<file path="config.mk">
export PLATFORM = sky130hd
export DESIGN_NAME = spmv_csr_engine
export DESIGN_NICKNAME = d
export VERILOG_FILES = /design/src/rtl/spmv_pkg.sv /design/src/rtl/spmv_rowctl.sv /design/src/rtl/spmv_mulstage.sv /design/src/rtl/spmv_accum.sv /design/src/rtl/spmv_csr_engine.sv
export SDC_FILE = /design/constraint.sdc
export NUM_CORES = 2
export LEC_CHECK = 0
export BUFFER_PORTS_ARGS = -buffer_cell sky130_fd_sc_hd__buf_2
export CORE_MARGIN = 3
export CORE_UTILIZATION = 36
export DETAILED_ROUTE_END_ITERATION = 8
export GPL_ROUTABILITY_DRIVEN = 0
export HOLD_SLACK_MARGIN = 0.12
export PLACE_DENSITY = 0.49
export SKIP_CTS_REPAIR_TIMING = 1
export SLEW_MARGIN = 20
export SYNTH_ARGS = -nofsm -noshare
export SYNTH_HDL_FRONTEND = slang
export SYNTH_SLANG_ARGS = --single-unit
</file>
<file path="constraint.sdc">
create_clock -name clk -period 7.3 [get_ports clk]
set_clock_uncertainty 0.1 [all_clocks]
set_input_delay 0.73 -clock clk [delete_from_list [all_inputs] [get_ports clk]]
set_output_delay 0.73 -clock clk [all_outputs]
set_load 0.1 [all_outputs]
</file>
<file path="src/rtl/spmv_pkg.sv">
package spmv_pkg;

    parameter int VAL_W = 16;
    parameter int COL_W = 6;
    parameter int PTR_W = 16;
    parameter int ROW_W = 10;
    parameter int ACC_W = 40;

    localparam int PROD_W  = 2 * VAL_W;
    localparam int X_DEPTH = 1 << COL_W;

    typedef logic signed [VAL_W-1:0]  val_t;
    typedef logic signed [PROD_W-1:0] prod_t;
    typedef logic signed [ACC_W-1:0]  acc_t;
    typedef logic [ROW_W-1:0]         row_t;
    typedef logic [PTR_W-1:0]         ptr_t;

    // beat leaving the row controller
    typedef struct packed {
        logic mark;     // row closes here
        logic nz_v;     // a nonzero was taken
        row_t row;
        val_t val;
    } issue_t;

    // beat entering the accumulator
    typedef struct packed {
        logic  mark;
        logic  prod_v;
        row_t  row;
        prod_t prod;
    } prod_beat_t;

    function automatic acc_t widen_prod(input prod_t p);
        return ACC_W'(p);
    endfunction

endpackage

</file>
<file path="src/rtl/spmv_rowctl.sv">
module spmv_rowctl
    import spmv_pkg::*;
(
    input  logic   clk,
    input  logic   rst,
    input  logic   ptr_valid,
    output logic   ptr_ready,
    input  ptr_t   ptr_data,
    input  logic   nz_valid,
    output logic   nz_ready,
    input  val_t   nz_val,
    input  logic   mat_last,
    input  logic   busy,
    output issue_t issue
);

    logic have_base;
    logic end_v;
    ptr_t idx_q;
    ptr_t end_q;
    row_t row_q;
    logic at_end;
    logic close_fire;
    logic nz_fire;

    assign at_end     = end_v && (idx_q == end_q);
    assign ptr_ready  = !end_v;
    assign nz_ready   = end_v && !at_end;
    assign nz_fire    = nz_valid && nz_ready;
    assign close_fire = at_end && !busy;

    always_comb begin
        issue.mark = close_fire;
        issue.nz_v = nz_fire;
        issue.row  = row_q;
        issue.val  = nz_val;
    end

    always_ff @(posedge clk) begin
        if (rst || mat_last) begin
            have_base <= 1'b0;
            end_v     <= 1'b0;
            idx_q     <= '0;
            end_q     <= '0;
            row_q     <= '0;
        end else begin
            if (ptr_valid && ptr_ready) begin
                if (!have_base) begin
                    idx_q     <= ptr_data;
                    have_base <= 1'b1;
                end else begin
                    end_q <= ptr_data;
                    end_v <= 1'b1;
                end
            end
            if (nz_fire) idx_q <= idx_q + 1'b1;
            if (close_fire) begin
                end_v <= 1'b0;
                row_q <= row_q + 1'b1;
            end
        end
    end

endmodule

</file>
<file path="src/rtl/spmv_mulstage.sv">
module spmv_mulstage
    import spmv_pkg::*;
(
    input  logic             clk,
    input  logic             rst,
    input  logic             xw_en,
    input  logic [COL_W-1:0] xw_addr,
    input  val_t             xw_data,
    input  issue_t           issue,
    input  logic [COL_W-1:0] nz_col,
    output prod_beat_t       beat,
    output logic             busy
);

    val_t   xmem [X_DEPTH];
    val_t   x_q;
    issue_t s1;
    prod_t  a_ext;
    prod_t  b_ext;

    always_ff @(posedge clk) begin
        if (xw_en) xmem[xw_addr] <= xw_data;
    end

    // stage 1: indirect x fetch by column index
    always_ff @(posedge clk) begin
        if (rst) begin
            s1  <= '0;
            x_q <= '0;
        end else begin
            s1 <= issue;
            if (issue.nz_v) x_q <= xmem[nz_col];
        end
    end

    assign a_ext = PROD_W'($signed(s1.val));
    assign b_ext = PROD_W'(x_q);

    // stage 2: product
    always_ff @(posedge clk) begin
        if (rst) begin
            beat <= '0;
        end else begin
            beat.mark   <= s1.mark;
            beat.prod_v <= s1.nz_v;
            beat.row    <= s1.row;
            beat.prod   <= a_ext * b_ext;
        end
    end

    assign busy = s1.mark || beat.mark;


    mark_excl_chk: assert property (@(posedge clk) disable iff (rst)
        s1.mark |-> !s1.nz_v);

endmodule

</file>
<file path="src/rtl/spmv_accum.sv">
module spmv_accum
    import spmv_pkg::*;
#(
    parameter int ADD_LAT = 4
)(
    input  logic       clk,
    input  logic       rst,
    input  prod_beat_t beat,
    output logic       res_valid,
    input  logic       res_ready,
    output row_t       res_row,
    output acc_t       res_sum,
    output logic       busy
);

    localparam int CNT_W = $clog2(ADD_LAT + 1);

    acc_t             ring [ADD_LAT];
    acc_t             ring_out;
    acc_t             add_in;
    acc_t             red_acc;
    acc_t             red_sum;
    logic             drn_act;
    logic [CNT_W-1:0] drn_cnt;
    logic [CNT_W-1:0] cnt_eff;
    logic             drain_now;
    row_t             drn_row;

    assign ring_out  = ring[ADD_LAT-1];
    assign drain_now = beat.mark || drn_act;
    assign cnt_eff   = beat.mark ? '0 : drn_cnt;
    assign add_in    = (drain_now ? '0 : ring_out)
                     + (beat.prod_v ? widen_prod(beat.prod) : '0);
    assign red_sum   = ((cnt_eff == '0) ? '0 : red_acc) + ring_out;

    // adder ring: ADD_LAT interleaved partial sums
    always_ff @(posedge clk) begin
        if (rst) begin
            for (int k = 0; k < ADD_LAT; k++) ring[k] <= '0;
        end else begin
            ring[0] <= add_in;
            for (int k = 1; k < ADD_LAT; k++) ring[k] <= ring[k-1];
        end
    end

    // reduction pass and result register
    always_ff @(posedge clk) begin
        if (rst) begin
            drn_act   <= 1'b0;
            drn_cnt   <= '0;
            red_acc   <= '0;
            drn_row   <= '0;
            res_valid <= 1'b0;
            res_row   <= '0;
            res_sum   <= '0;
        end else begin
            if (res_valid && res_ready) res_valid <= 1'b0;
            if (beat.mark) drn_row <= beat.row;
            if (drain_now) begin
                red_acc <= red_sum;
                if (cnt_eff == CNT_W'(ADD_LAT - 1)) begin
                    drn_act   <= 1'b0;
                    res_valid <= 1'b1;
                    res_sum   <= red_sum;
                    res_row   <= beat.mark ? beat.row : drn_row;
                end else begin
                    drn_act <= 1'b1;
                    drn_cnt <= cnt_eff + 1'b1;
                end
            end
        end
    end

    assign busy = drn_act || res_valid;


    res_hold_chk: assert property (@(posedge clk) disable iff (rst)
        res_valid && !res_ready |=> res_valid && $stable(res_sum) && $stable(res_row));


    drain_excl_chk: assert property (@(posedge clk) disable iff (rst)
        beat.mark |-> !drn_act && !res_valid);


    res_gap_chk: assert property (@(posedge clk) disable iff (rst)
        res_valid && res_ready |=> !res_valid);


    res_source_chk: assert property (@(posedge clk) disable iff (rst)
        $rose(res_valid) |-> $past(drain_now));

endmodule

</file>
<file path="src/rtl/spmv_csr_engine.sv">
module spmv_csr_engine
    import spmv_pkg::*;
#(
    parameter int ADD_LAT = 4
)(
    input  logic             clk,
    input  logic             rst,
    input  logic             xw_en,
    input  logic [COL_W-1:0] xw_addr,
    input  logic [VAL_W-1:0] xw_data,
    input  logic             nz_valid,
    output logic             nz_ready,
    input  logic [VAL_W-1:0] nz_val,
    input  logic [COL_W-1:0] nz_col,
    input  logic             ptr_valid,
    output logic             ptr_ready,
    input  logic [PTR_W-1:0] ptr_data,
    input  logic             mat_last,
    output logic             res_valid,
    input  logic             res_ready,
    output logic [ROW_W-1:0] res_row,
    output logic [ACC_W-1:0] res_sum
);

    issue_t     issue;
    prod_beat_t beat;
    logic       mul_busy;
    logic       acc_busy;
    acc_t       sum_s;

    spmv_rowctl u_ctl (
        .clk      (clk),
        .rst      (rst),
        .ptr_valid(ptr_valid),
        .ptr_ready(ptr_ready),
        .ptr_data (ptr_data),
        .nz_valid (nz_valid),
        .nz_ready (nz_ready),
        .nz_val   (val_t'(nz_val)),
        .mat_last (mat_last),
        .busy     (mul_busy || acc_busy),
        .issue    (issue)
    );

    spmv_mulstage u_mul (
        .clk    (clk),
        .rst    (rst),
        .xw_en  (xw_en),
        .xw_addr(xw_addr),
        .xw_data(val_t'(xw_data)),
        .issue  (issue),
        .nz_col (nz_col),
        .beat   (beat),
        .busy   (mul_busy)
    );

    spmv_accum #(.ADD_LAT(ADD_LAT)) u_acc (
        .clk      (clk),
        .rst      (rst),
        .beat     (beat),
        .res_valid(res_valid),
        .res_ready(res_ready),
        .res_row  (res_row),
        .res_sum  (sum_s),
        .busy     (acc_busy)
    );

    assign res_sum = sum_s;


    nz_needs_end_chk: assert property (@(posedge clk) disable iff (rst)
        nz_valid && nz_ready |-> !ptr_ready);

endmodule

</file>
==> flow_metrics.env <==
export IMPL_run_status="finished clean"
export IMPL_synth_simple_gate_area_share_pct=9.37
export IMPL_antenna_found_initial=10
export IMPL_first_iter_violations=2578
export IMPL_largest_net_degree_at_the_start_of_global_routing=162
export IMPL_avgViaCountPerCell=5.05
export IMPL_globalRoute_busiestLayer="met2"
export IMPL_netlist_instances=4548
export IMPL_timing_hold_worst_class="in2reg"
export IMPL_global_route_usage_met3_pct=2.50
export IMPL_finalNetCount=5248
export IMPL_dr_total_vias=36625
export IMPL_finalMaxSlewViolations=0
export IMPL_grt_pass1_vias=37672
export IMPL_cp_end_kind="flop"
export IMPL_yosys_warnings=0
export IMPL_syn_avg_cell_area_um2=14.5
export IMPL_total_power_mw=17.4
export IMPL_crit_path_max_fanout=17
export IMPL_register_to_register_path_setup_slack_ps=510
export IMPL_grt_setup_unrepaired="false"
export IMPL_postRouteAntennaNets=0
export IMPL_grt_met1_usage_pct=23.7
export IMPL_yosys_mux_area_fraction_pct=12.0
export IMPL_synthesis_nets=5044
export IMPL_die_w_um=434
export IMPL_die_area_um2=189000
export IMPL_cellLeakagePower_nw=27.9
export IMPL_report_final_hold_viol_count=0
export IMPL_flow_area_growth_from_synthesis_pct=14.0
export IMPL_timing_hold_worst_path_depth=2
export IMPL_grt_ovfl_total=0
export IMPL_crit_end="u_mul.beat[29]"
export IMPL_worst_ir_drop_vdd_mv=0.209
export IMPL_cell_count_of_the_worst_reg_to_reg_path=20
export IMPL_port_buffer_count=119
export IMPL_rows=156
export IMPL_r2r_start="u_mul.x_q[2]"
export IMPL_prevailing_post_synth_register_cell="sky130_fd_sc_hd__edfxtp_1"
export IMPL_power_density_nw_per_um2=232
export IMPL_worst_pin_slew_ps=965
export IMPL_fin_crit_sh_pct=93.0
export IMPL_cts_root_to_sink_buffers=3
export IMPL_cp_data_required_time_ps=7820
export IMPL_track_usage_pct=17.5
export IMPL_boundaryPins=120
export IMPL_synth_sequential_area_ratio_pct=58.6
export IMPL_timing_critical_path_from="u_mul.x_q[2]"
export IMPL_cap_violations=0
export IMPL_post_route_drc_count=0
export IMPL_dominant_combinational_cell_family_by_area_after_synthesis="multiplexers"
export IMPL_timing_final_crit_period_ps=6790
export IMPL_critical_path_arrival_ps=7310
export IMPL_core_area_um2=182000
export IMPL_final_setup_tns_ps=0
export IMPL_drt_wirelength_per_cell_um=22.6
export IMPL_postSynthRegisterBits=1421
export IMPL_setup_worst_path_class="reg2reg"
export IMPL_rr_endpoint="u_mul.beat[29]"
export IMPL_drive_gt1_share_pct=17.1
export IMPL_setup_violations_final=0
export IMPL_maxClockFrequency_mhz=147
export IMPL_start_util_pct=36.4
export IMPL_netlist_area_um2=66000
export IMPL_clock_insertion_delay_worst_skew_ps=810
export IMPL_dp_final_hpwl_mm=106
export IMPL_clock_sinks=1421
export IMPL_cts_buffers_inserted=157
export IMPL_tritoncts_clock_tree="built"
export IMPL_cts_root_buf="sky130_fd_sc_hd__clkbuf_16"
export IMPL_global_route_wire_length_before_repair_mm=247
export IMPL_synth_cell_types=69
export IMPL_synth_compound_gate_area_share_pct=4.24
export IMPL_route_final_wire_length_mm=164
export IMPL_synth_edf_count=1024
export IMPL_synth_adder_area_share_pct=11.1
export IMPL_async_reset_ff_share_pct=0
export IMPL_dr_pass1_iters=5
export IMPL_synth_xor_area_share_pct=1.46
export IMPL_ctsHtreeMaxLevel=4
export IMPL_cp_start_kind="flop"
export IMPL_cts_clk_slew_worst_paths_ps=50
export IMPL_slew_margin_rel_pct=35.7
export IMPL_use_met2_pct=29.8
export IMPL_die_h_um=434
worst max-delay path, stage by stage, from the launching register on:
cell and delay, ps:
sky130_fd_sc_hd__dfxtp_1 830, sky130_fd_sc_hd__nand2_1 190, sky130_fd_sc_hd__inv_1 130, sky130_fd_sc_hd__fa_1 570, sky130_fd_sc_hd__fa_1 570, sky130_fd_sc_hd__fa_1 450, sky130_fd_sc_hd__fa_1 500, sky130_fd_sc_hd__fa_1 500
sky130_fd_sc_hd__inv_1 50, sky130_fd_sc_hd__fa_1 470, sky130_fd_sc_hd__inv_1 40, sky130_fd_sc_hd__ha_1 340, sky130_fd_sc_hd__a21o_1 200, sky130_fd_sc_hd__a21o_1 160, sky130_fd_sc_hd__a221oi_1 290, sky130_fd_sc_hd__o21ai_0 250
sky130_fd_sc_hd__a211oi_1 480, sky130_fd_sc_hd__nand2b_1 100, sky130_fd_sc_hd__a31oi_1 200, sky130_fd_sc_hd__xor2_1 160, sky130_fd_sc_hd__nor2_1 50
layout make-up:
class | count | area (um^2)
flip-flops and latches | 1421 | 38700
diodes | 2 | 5.00
well taps | 2370 | 2970
fillers | 16736 | 106000
inverters | 330 | 1240
repair buffers | 261 | 1850
multi-input cells | 2581 | 25300
clock inverters | 80 | 995
clock buffers | 206 | 4230
Yosys cell counts (all sizes together), types with 4 or more instances:
| cell type | count | share of area, % |
|---|---|---|
| and3 | 34 | 0.32 |
| ha | 165 | 3.1 |
| o31ai | 4 | 0.045 |
| o21ai | 71 | 0.54 |
| clkbuf | 163 | 0.93 |
| a311oi | 4 | 0.053 |
| a31oi | 14 | 0.16 |
| o21bai | 6 | 0.068 |
| nand3 | 53 | 0.40 |
| o21a | 20 | 0.23 |
| or2 | 4 | 0.038 |
| a41oi | 4 | 0.053 |
| nor2b | 177 | 1.7 |
| xor2 | 55 | 0.73 |
| and2 | 241 | 2.3 |
| edfxtp | 1024 | 47 |
| a221oi | 16 | 0.21 |
| nand2 | 320 | 1.8 |
| a211oi | 33 | 0.38 |
| nand4 | 19 | 0.18 |
| a21boi | 5 | 0.057 |
| nand2b | 22 | 0.21 |
| o211ai | 12 | 0.15 |
| nor3b | 12 | 0.14 |
| mux4 | 336 | 11 |
| a21o | 48 | 0.55 |
| nor4 | 12 | 0.11 |
| or4 | 11 | 0.13 |
| or3 | 16 | 0.15 |
| xnor2 | 55 | 0.73 |
| a21oi | 166 | 1.3 |
| mux2i | 32 | 0.49 |
| inv | 330 | 1.9 |
| fa | 264 | 8.0 |
| nor3 | 33 | 0.25 |
| dfxtp | 397 | 12 |
| a211o | 6 | 0.080 |
| a221o | 5 | 0.076 |
| buf | 53 | 0.41 |
| nor2 | 272 | 1.6 |
cells by family after synthesis:
logic type	count (synthesis)
DFF	1421
and+or+nand+nor	1235
buffers and inverters	546
AOI/OAI and AO/OA	438
adders and majority gates	429
muxes	369
xor gates and xnor gates	110
metal layers:
layer	part of all wire, %	vias to the layer above	wire (um)
met5	0.025	-	41
met4	1.9	6	3090
met3	3.7	194	6020
met2	50	637	82500
met1	44	18924	72000
li1	-	16864	-
where the power goes:
group	switching, mW	internal (mW)
combinational	0.466	0.294
sequential	0.0370	8.69
clock	3.31	4.62
worst min path at each step:
stage	end	slack [ps]	startpoint
3_3_place_gp	u_acc.ring[1][19]	320	u_acc.ring[0][19]
3_5_place_dp	u_acc.ring[1][24]	320	u_acc.ring[0][24]
6_report	u_mul.a_ext[7]	150	nz_val[7]
5_1_grt	u_mul.a_ext[9]	120	nz_val[9]
4_1_cts	u_mul.a_ext[13]	-20	nz_val[13]
2_1_floorplan	u_acc.ring[1][0]	310	u_acc.ring[0][0]
stage by stage:
stage                     hold slack [ps]  cell area (um^2)  cells  util [%]  setup WS (ps)
after global placement                315             69700   6936      38.4            527
final                                 147             75200   7251      41.5            511
after CTS                           -22.8             75000   7222      41.3            449
after global routing                  122             75200   7250      41.4           52.7
after detailed placement              320             69700   6936      38.4            475
after floorplan                       314             66000   4548         -           1090
state kept, by name, indices dropped and copies added, names as in the netlist, 3 cells and up:
signal,cells
u_acc.res_sum,40
u_acc.drn_row,10
u_acc.res_row,10
u_ctl.end_q,16
u_ctl.idx_q,16
u_mul.s1,12
u_mul.beat,44
u_mul.x_q,16
u_ctl.row_q,10
u_mul.a_ext,16
u_acc.drn_cnt,3
u_acc.ring,160
u_acc.red_acc,40
u_mul.xmem,1024
placed cells by master (no fill, tap or decap), types with 34 or more instances in the layout:
master / n
sky130_fd_sc_hd__clkbuf_16: 158
sky130_fd_sc_hd__o21ai_0: 69
sky130_fd_sc_hd__nor2_1: 252
sky130_fd_sc_hd__nand2_1: 317
sky130_fd_sc_hd__buf_4: 116
sky130_fd_sc_hd__dfxtp_1: 397
sky130_fd_sc_hd__mux4_2: 336
sky130_fd_sc_hd__buf_2: 109
sky130_fd_sc_hd__nand3_1: 53
sky130_fd_sc_hd__xor2_1: 55
sky130_fd_sc_hd__clkbuf_1: 37
sky130_fd_sc_hd__nor2b_1: 177
sky130_fd_sc_hd__edfxtp_1: 1024
sky130_fd_sc_hd__a21oi_1: 165
sky130_fd_sc_hd__ha_1: 165
sky130_fd_sc_hd__and3_1: 34
sky130_fd_sc_hd__inv_1: 330
sky130_fd_sc_hd__and2_1: 241
sky130_fd_sc_hd__a21o_1: 48
sky130_fd_sc_hd__xnor2_1: 55
sky130_fd_sc_hd__fa_1: 264
No activity file was read; power rests on OpenSTA's default activity.
